==> src/rtl/rir_pkg.sv <==
package rir_pkg;
    localparam int REG_W  = 8;
    localparam int ADDR_W = 8;
    localparam logic [ADDR_W-1:0] ADDR_CTRL = 8'h30;
    localparam logic [ADDR_W-1:0] ADDR_IEN  = 8'h31;
    localparam logic [ADDR_W-1:0] ADDR_STAT = 8'h32;
    localparam logic [3:0] MODE_COMB  = 4'h0;
    localparam logic [3:0] MODE_SPLIT = 4'h1;
    localparam int FB_BIT = 4;
endpackage

==> src/rtl/rir_regs.sv <==
module rir_regs
    import rir_pkg::*;
#(
    parameter int N_LOC = 8
) (
    input  logic              clk,
    input  logic              rst_n,
    input  logic              wr_i,
    input  logic              rd_i,
    input  logic [ADDR_W-1:0] addr_i,
    input  logic [REG_W-1:0]  wdata_i,
    input  logic              lat_i,
    output logic [3:0]        mode_o,
    output logic              fb_o,
    output logic [N_LOC-1:0]  ien_o,
    output logic              stat_rd_o,
    output logic [REG_W-1:0]  rdata_o
);
    typedef struct packed {
        logic [3:0]       mode;
        logic             fb;
        logic [N_LOC-1:0] ien;
        logic [REG_W-1:0] rdata;
    } regs_t;

    regs_t s_d, s_q;

    always_comb begin
        s_d       = s_q;
        stat_rd_o = rd_i && (addr_i == ADDR_STAT);
        if (rd_i) begin
            case (addr_i)
                ADDR_CTRL: s_d.rdata = REG_W'({s_q.fb, s_q.mode});
                ADDR_IEN:  s_d.rdata = REG_W'(s_q.ien);
                ADDR_STAT: s_d.rdata = REG_W'(lat_i);
                default:   s_d.rdata = '0;
            endcase
        end
        if (wr_i) begin
            case (addr_i)
                ADDR_CTRL: begin
                    s_d.mode = wdata_i[3:0];
                    s_d.fb   = wdata_i[FB_BIT];
                end
                ADDR_IEN:  s_d.ien = wdata_i[N_LOC-1:0];
                default:   ;
            endcase
        end
    end

    always_ff @(posedge clk) begin
        if (!rst_n) s_q <= '0;
        else        s_q <= s_d;
    end

    assign mode_o  = s_q.mode;
    assign fb_o    = s_q.fb;
    assign ien_o   = s_q.ien;
    assign rdata_o = s_q.rdata;
endmodule

==> src/rtl/rir_route.sv <==
module rir_route
    import rir_pkg::*;
#(
    parameter int N_LOC = 8
) (
    input  logic             clk,
    input  logic             rst_n,
    input  logic [3:0]       mode_i,
    input  logic             fb_i,
    input  logic [N_LOC-1:0] ien_i,
    input  logic             stat_rd_i,
    input  logic [1:0]       req_i,
    input  logic [1:0]       link_i,
    input  logic [N_LOC-1:0] loc_i,
    output logic             lat_o,
    output logic             rem_n_o,
    output logic             int_n_o
);
    typedef struct packed {
        logic rem_n;
        logic int_n;
        logic lat;
    } route_t;

    route_t s_d, s_q;
    logic [1:0] qual;
    logic       split;
    logic       loc_any;

    always_comb begin
        qual    = req_i & link_i;
        split   = (mode_i == MODE_SPLIT) && !fb_i;
        loc_any = |(loc_i & ien_i);
        s_d     = s_q;
        if (fb_i) begin
            s_d.rem_n = link_i[0] ? req_i[0] : 1'b1;
            s_d.int_n = link_i[1] ? req_i[1] : 1'b1;
            s_d.lat   = 1'b0;
        end else if (split) begin
            s_d.rem_n = !qual[0];
            s_d.int_n = !(s_q.lat || loc_any);
            s_d.lat   = (s_q.lat && !stat_rd_i) || qual[1];
        end else begin
            s_d.rem_n = !(|qual);
            s_d.int_n = !loc_any;
            s_d.lat   = 1'b0;
        end
    end

    always_ff @(posedge clk) begin
        if (!rst_n) s_q <= '{rem_n: 1'b1, int_n: 1'b1, lat: 1'b0};
        else        s_q <= s_d;
    end

    assign lat_o   = s_q.lat;
    assign rem_n_o = s_q.rem_n;
    assign int_n_o = s_q.int_n;
endmodule

==> src/rtl/rem_irq_router.sv <==
module rem_irq_router
    import rir_pkg::*;
#(
    parameter int N_LOC = 8
) (
    input  logic              clk,
    input  logic              rst_n,
    input  logic [1:0]        rem_irq_i,
    input  logic [1:0]        link_ok_i,
    input  logic [N_LOC-1:0]  loc_irq_i,
    input  logic              reg_wr_i,
    input  logic              reg_rd_i,
    input  logic [ADDR_W-1:0] reg_addr_i,
    input  logic [REG_W-1:0]  reg_wdata_i,
    output logic [REG_W-1:0]  reg_rdata_o,
    output logic              rem_irq_n_o,
    output logic              gen_irq_n_o
);
    logic [3:0]       mode_w;
    logic             fb_w;
    logic [N_LOC-1:0] ien_w;
    logic             stat_rd_w;
    logic             lat_w;

    rir_regs #(.N_LOC(N_LOC)) u_regs (
        .clk(clk), .rst_n(rst_n),
        .wr_i(reg_wr_i), .rd_i(reg_rd_i), .addr_i(reg_addr_i), .wdata_i(reg_wdata_i),
        .lat_i(lat_w),
        .mode_o(mode_w), .fb_o(fb_w), .ien_o(ien_w),
        .stat_rd_o(stat_rd_w), .rdata_o(reg_rdata_o)
    );

    rir_route #(.N_LOC(N_LOC)) u_route (
        .clk(clk), .rst_n(rst_n),
        .mode_i(mode_w), .fb_i(fb_w), .ien_i(ien_w), .stat_rd_i(stat_rd_w),
        .req_i(rem_irq_i), .link_i(link_ok_i), .loc_i(loc_irq_i),
        .lat_o(lat_w), .rem_n_o(rem_irq_n_o), .int_n_o(gen_irq_n_o)
    );
endmodule

==> config.mk <==
export PLATFORM = sky130hd
export DESIGN_NAME = rem_irq_router
export DESIGN_NICKNAME = d
export VERILOG_FILES = /design/src/rtl/rir_pkg.sv /design/src/rtl/rir_regs.sv /design/src/rtl/rir_route.sv /design/src/rtl/rem_irq_router.sv
export SDC_FILE = /design/constraint.sdc
export NUM_CORES = 1
export LEC_CHECK = 0
export ABC_AREA = 1
export BUFFER_PORTS_ARGS = -buffer_cell sky130_fd_sc_hd__buf_2
export CAP_MARGIN = 10
export CORE_MARGIN = 3
export CORE_UTILIZATION = 51
export DETAILED_ROUTE_END_ITERATION = 10
export PLACE_DENSITY_LB_ADDON = 0.25
export SLEW_MARGIN = 20
export SYNTH_ARGS = -nofsm -noshare
export SYNTH_HDL_FRONTEND = slang
export SYNTH_SLANG_ARGS = --single-unit
==> constraint.sdc <==
create_clock -name clk -period 2.05 [get_ports clk]
set_input_delay 0.41 -clock clk [delete_from_list [all_inputs] [get_ports clk]]
set_output_delay 0.41 -clock clk [all_outputs]
set_load 0.01 [all_outputs]
# == After elaboration in Yosys (flattened, before gate mapping) ==
# Index checks and enable logic that the tools add are counted.
# word_totals
word_cells,36
in_bits,32
reg_bits,24
# classes
muxes,5
n_eq_ne,4
reduce_logical,16
bitwise,4
# ops
cell,n
"equality test 8 x 6 -> 1 bit, second input constant",3
one-hot mux 8 bit (3 select lines),1
AND 8 bit,1
OR reduction 8 bit,1
zero test 1 bit,6
2-to-1 mux 3 bit,2
"equality test 4 x 1 -> 1 bit, second input constant",1
AND reduction 2 bit,2
logical AND 1 bit,3
OR reduction 3 bit,1
AND 2 bit,1
logical OR 1 bit,2
2-to-1 mux 1 bit,2
NOT 1 bit,2
OR reduction 2 bit,1

# == Depth between registers and ports, before layout ==
# Gate-level depths: netlist (run 1).
# depth
depth_word,7
mapped_depth,9
depth_no_buf,8

# == Hierarchy ==
# Synthesis (run 1) repeated with hierarchy kept, for this count alone.
# unflattened
hier_cells,168
hier_area_um2,1203.7
# by_module_without_submodules
mod,area_each_um2,n_inst,cells_each
rir_regs,967.2,1,128
rir_route,236.5,1,40

# == Worst setup path after synthesis (run 1) ==
# Ideal clock, no wire load.
# synth_path
path_type,input -> register
from,input port reg_addr_i[7]
to,register u_regs.s_q (netlist bit u_regs.ien_o[3])
path_slack_ns,0.768
required_ns,1.934
t_arrival_ns,1.166
stages,9
path_buffers,1
cell_sequence,inv_1 > nand2_4 > nor2_8 > nand2_4 > inv_6 > nand2_4 > buf_6 > o21ai_1 > a21oi_1
# synth_via
elab_chain_cells,2
# synth_rtl
item,line,rtl
start: declaration,rem_irq_router.sv:13,"input logic [ADDR_W-1:0] reg_addr_i,"
equality test 8 x 6 -> 1 bit,rir_regs.sv:40,case (addr_i)
AND reduction 2 bit (no source line),n/a,
end signal: assignment,rir_regs.sv:52,if (!rst_n) s_q <= '0;
end signal: assignment,rir_regs.sv:53,else s_q <= s_d;
end: declaration,rir_regs.sv:26,"regs_t s_d, s_q;"
# Every way passes these cells.
# A chain may end at the register's enable or synchronous reset.

# == Final worst setup path (run 1) ==
# layout_path
from,register u_regs.s_q (netlist bit u_regs.rdata_o[2])
to,output port reg_rdata_o[2]
# layout_rtl
item,line,rtl
end: declaration,rem_irq_router.sv:15,"output logic [REG_W-1:0] reg_rdata_o,"
# No word-level cell between the ends.

==> results of run 1 <==
==> area by class of cell <==
type	count	area, um^2	area share (%)
Multi-Input combinational cell	108	541	39.0
Sequential cell	24	480	34.7
Timing Repair Buffer	41	205	14.8
Inverter	18	72.6	5.24
Tap cell	27	33.8	2.44
Clock inverter	1	30.0	2.17
Clock buffer	3	22.5	1.63
==> routing by layer <==
metal	global-route usage, %	part of all wire [%]
met1	24.3	43
met2	34.1	47
met3	5.41	7.3
met4	12.3	2.7
met5	0	0
==> how the worst max path moves through the flow <==
stage,start,endpoint,slack (ps)
final,u_regs.rdata_o[2],reg_rdata_o[2],830
after global routing,u_regs.rdata_o[4],reg_rdata_o[4],790
after CTS,u_regs.rdata_o[5],reg_rdata_o[5],820
after detailed placement,reg_addr_i[3],u_regs.mode_o[1],560
after global placement,reg_addr_i[7],u_regs.ien_o[2],650
after floorplan,reg_addr_i[7],u_regs.ien_o[3],770
==> Yosys cell counts <==
cell and n:
nand3_1 17, nor2_1 7, o21ai_1 2, clkbuf_1 3, buf_6 1, nand2_2 1
inv_6 1, o21ai_0 14, a211oi_1 1, a21oi_1 22, dfxtp_1 24, nand2_1 34
nand3_2 1, inv_1 14, o211ai_1 1, a22o_1 1, nor2_2 2, nor3_1 1
clkinv_1 1, nor2_8 1, inv_2 2, nand2_4 3
==> worst reg2reg max path, delay by kind of cell, from the launching register on <==
family        cells  cell delay (ps)
simple gates      5              640
buf+inv           1               70
flops             1              340
==> per-stage QoR <==
stage	cells	setup slack (ps)	util (%)
after floorplan	154	768	-
after global placement	218	650	65.9
after detailed placement	218	559	65.9
after CTS	222	825	68.5
after global routing	222	787	68.5
final	222	830	68.5
==> kinds of logic (layout without fill, tap and decap cells) <==
kind of cell / count (synthesis) / count (layout) / synth area share, %
AO/OA/AOI/OAI: 41 / 41 / 19.2
flip-flops: 24 / 24 / 43.0
AND/OR/NAND/NOR: 67 / 67 / 29.3
buffers and inverters: 22 / 63 / 8.52
==> flip-flops by register name, summed over array words and instances (netlist names) <==
signal	cells
u_regs.rdata_o	8
u_route.lat_o	1
u_regs.fb_o	1
u_route.rem_n_o	1
u_regs.ien_o	8
u_route.int_n_o	1
u_regs.mode_o	4
==> layout by cell type, fill, tap and decap left out <==
master      n
clkinv_1    1
clkbuf_4    3
inv_1      14
bufinv_16   1
nor2_2      2
nand2_2     1
nand2_1    34
o21ai_0    14
a211oi_1    1
dfxtp_1    24
inv_2       2
o211ai_1    1
a22o_1      1
nand2_4     3
nor3_1      1
nor2_8      1
nor2_1      7
nand3_2     1
inv_6       1
buf_2      41
nand3_1    17
o21ai_1     2
a21oi_1    22
==> power breakdown <==
| part | switching (mW) | total (mW) | internal, mW |
|---|---|---|---|
| logic | 0.0475 | 0.0826 | 0.0351 |
| clock network | 0.139 | 0.337 | 0.198 |
| registers | 0.00172 | 0.473 | 0.471 |
| total | 0.188 | 0.892 | 0.704 |
==> metrics.md, run 1 <==
| Metric | Value |
|---|---|
| Finished Cell Area | 1390 um^2 |
| Area leader, netlist | dfxtp_1 |
| Final min period | 1220 ps |
| PortBufs | 41 |
| Flops & latches, synth | 24 |
| F_max | 819 MHz |
| Power per cell area | 644 nW/um^2 |
| Setup-failing EPs final | 0 |
| Placed inst area | 1330 um^2 |
| Worst Setup Start Kind | flop |
| Worst Skew | 6.79 ps |
| Number of global-route vias before repair | 1043 |
| Run status | complete, no violations |
| Io pins | 42 |
| Die height | 52.8 um |
| Final Power | 0.892 mW |
| Nets | 228 |
| Setup Crit Path Kind | reg2out |
| FF-to-FF path depth | 6 |
| Post-Route Setup TNS | 0 ps |
| Final Hold Violating Endpoints | 0 |
| Vias | 1136 |
| Vias/cell | 5.12 |
| Dominant cells by area after synthesis | dfxtp_1 43%, nand2_1 11%, a21oi_1 9.9% |
| Initial core utilization | 55.2% |
| Layout cells sized above 1 | 28.7% |
| Slew Viols, Final | 0 |
| Crit-path max FO | 2 |
| Avg WL per Cell | 11.7 um |
| Gate Count Post-Synth | 154 |
| Final wirelength | 2610 um |
| Iteration-0 DRC Markers | 18 |
| Setup repair bufs after CTS | 0 |
| HP Class | in2reg |
| Ys Warns | 0 |
| Seq/Total Area, Yosys | 43.0% |
| Worst slew pin tran | 358 ps |
| # diodes | 0 |
| Min-Delay Startpoint | reg_wdata_i[5] |
| Critical Path RT | 1640 ps |
| Leakage power | 0.632 nW |
| Hold_buf cts | 0 |
| Crit-path cells | buf_2 |
| DRC | 0 |
| Clock Path Buffers | 2 |
| Syn_nets | 186 |
| Synth Cell Area | 1120 um^2 |
| Fin crit share | 59.5% |
| R2R setup slack | 930 ps |
| Total GRT Usage | 20.9% |
| Worst Path Arrival | 810 ps |
| Min-Delay Path Depth | 3 |
| RSZ-0062 raised after global routing | false |
| Crit-path slowest cell | dfxtp_1 |
| Clk_lat worst skew | 320 ps |
| Full die area | 2790 um^2 |
| Synth top area share | 43.0% |
| Post-CTS Resized | 0 |
| R2R Path Start | u_regs.mode_o[1] |
| Worst path bufs/invs | 1 |
| Worst VDD drop | 629 uV |
| Fillers | 185 |
| Pin count of the biggest net entering global routing | 15 |
| Slew headroom | 76.0% |
| Hold path endpoint | u_regs.ien_o[5] |
| Routability cong. | 0.887 |
| Clock buffer count from CTS | 3 |
| Delay-heaviest family, CP | flip-flops |
| Max H-tree Level | 1 |
| Area Growth Syn to Fin | 24.1% |
| Reg2Reg Capture Point | u_route.int_n_o |
| Initial antenna violation count | 0 |
| CP peak stage delay | 360 ps |
| Number of nets with antenna violations after routing | 0 |
| WP depth | 1 |
| CTS tree | done |
| Router iterations before antenna repair | 4 |
| Dpl hpwl | 2100 um |
| Row Count | 16 |
| Overflow after GRT | 0 |
| Core box area | 2020 um^2 |
| Hold slack final | 347 ps |
| CTS clk-pin slew, worst paths | 130 ps |
| CTS sink count | 24 |
| Clock root cell | clkbuf_4 |
| Synth cell types | 22 |
| Chip width | 52.8 um |
| Avg Synthesized Cell Area | 7.25 um^2 |
| First-pass GRT wire length | 4280 um |
| Max-cap viol count | 0 |
| CP Capture Type | output port |
No activity file was read; power rests on OpenSTA's default activity.
==> inputs of run 2 (changes only) <==
Settings changed: CORE_UTILIZATION 51 to 47.
Clock period 2.05 ns to 1.15 ns, I/O delays scaled along.
==> run 2 against run 1 <==
Compared with the run above: critical path depth did not move; largest power group unchanged; sequential share of layout area fell by 1.4 points; largest cell class unchanged; worst hold slack got worse by 160 ps; global-route usage fell by 2.0 points; first-iteration DRC count fell by 11%.
==> metrics.md, run 2 (synthesized netlist as in run 1, its figures left out) <==
| Metric | Value |
|---|---|
| Run status | complete, no violations |
| CP Capture Type | output port |
| Dpl hpwl | 2170 um |
| Worst path bufs/invs | 1 |
| Placed inst area | 1390 um^2 |
| Leakage power | 0.673 nW |
| Clock buffer count from CTS | 3 |
| Iteration-0 DRC Markers | 16 |
| Vias | 1165 |
| FF/Latch Area | 480 um^2 |
| Max-cap viol count | 0 |
| Final Power | 1.60 mW |
| Chip width | 54.7 um |
| Setup-failing EPs final | 0 |
| Crit-path slowest cell | dfxtp_1 |
| Worst VDD drop | 1160 uV |
| PortBufs | 41 |
| Avg WL per Cell | 11.3 um |
| Worst slew pin tran | 314 ps |
| Clock Path Buffers | 2 |
| Nets | 235 |
| # diodes | 0 |
| Worst Setup Start Kind | flop |
| Hold slack final | 182 ps |
| Routability cong. | 0.933 |
| Setup Crit Path Kind | reg2out |
| Area Growth Syn to Fin | 29.4% |
| Worst Path Arrival | 800 ps |
| Filler-free cell count of the finished design | 230 |
| Final min period | 1030 ps |
| Core box area | 2230 um^2 |
| Final wirelength | 2600 um |
| Router iterations before antenna repair | 4 |
| Crit-path max FO | 2 |
| F_max | 969 MHz |
| Fin crit share | 89.7% |
| HP Class | in2reg |
| Die height | 54.7 um |
| Row Count | 17 |
| Number of global-route vias before repair | 1064 |
| Most common cell after layout, fill and taps aside | buf_2 |
| Initial core utilization | 50.0% |
| Final Hold Violating Endpoints | 0 |
| Initial antenna violation count | 0 |
| Layout cells sized above 1 | 31.7% |
| Finished Cell Area | 1440 um^2 |
| Slew Viols, Final | 0 |
| Clock root cell | clkbuf_4 |
| CTS clk-pin slew, worst paths | 130 ps |
| Fillers | 218 |
| CTS tree | done |
| DRC | 0 |
| Overflow after GRT | 0 |
| Full die area | 3000 um^2 |
| R2R setup slack | 130 ps |
| First-pass GRT wire length | 4130 um |
| Delay-heaviest family, CP | flip-flops |
| Multi-input gate area | 546 um^2 |
| Setup repair bufs after CTS | 0 |
| Crit-path cells | buf_2 |
| CTS sink count | 24 |
| Critical Path RT | 920 ps |
| RSZ-0062 raised after global routing | false |
| Highest-count cells in the layout ignoring fill and taps | 41 x buf_2, 34 x nand2_1, 24 x dfxtp_1, 22 x a21oi_1, 17 x nand3_1 |
| Total GRT Usage | 18.9% |
| CP peak stage delay | 360 ps |
| Pin count of the biggest net entering global routing | 15 |
| Io pins | 42 |
| Power per cell area | 1110 nW/um^2 |
| Max H-tree Level | 1 |
| Slew headroom | 79.0% |
| Number of nets with antenna violations after routing | 0 |
| Worst Skew | 2.40 ps |
| Vias/cell | 5.07 |
| Dpl cells | 226 |
| Clk_lat worst skew | 310 ps |
==> run 2: cell type report <==
type | count | share of cell area (%)
Clock buffer | 3 | 1.56
Multi-Input combinational cell | 108 | 37.8
Clock inverter | 1 | 2.08
Tap cell | 28 | 2.43
Inverter | 18 | 5.03
Timing Repair Buffer | 48 | 17.9
Sequential cell | 24 | 33.3
==> run 2: report_power, final <==
part,internal (mW),switching [mW]
clock,0.352,0.247
sequential,0.840,0.00320
combinational,0.0675,0.0865
==> run 2: metrics by stage <==
| step | setup TNS [ps] | setup WS (ps) | utilization (%) |
|---|---|---|---|
| after CTS | 0 | 50.5 | 64.4 |
| after global routing | 0 | 2.18 | 64.6 |
| after floorplan | 0 | 47.8 | - |
| final | 0 | 118 | 64.6 |
| after detailed placement | -1050 | -140 | 62.1 |
| after global placement | -744 | -105 | 62.1 |
==> run 2: what timing repair did <==
action	in CTS	in global routing
resized for setup	0	1
endpoints found under the setup margin	0	2
hold buffers	0	0
==> run 2: per-layer routing <==
layer  GRT usage [%]  routed length [um]  vias up
met3            5.72                 184        6
met2            31.5                1230       37
met4            8.30                  37        0
li1                -                   -      604
met1            22.0                1150      518
met5               0                   0        -
==> run 2: path summary, 6_finish.rpt <==
| path | start | to | cells after the start |
|---|---|---|---|
| setup / recovery | u_regs.rdata_o[5] | reg_rdata_o[5] | 1 |
| hold / removal | reg_wdata_i[5] | u_regs.ien_o[5] | 3 |
| setup reg to reg | u_regs.fb_o | u_route.int_n_o | 5 |
| hold reg to reg | u_regs.rdata_o[1] | u_regs.rdata_o[1] | 2 |
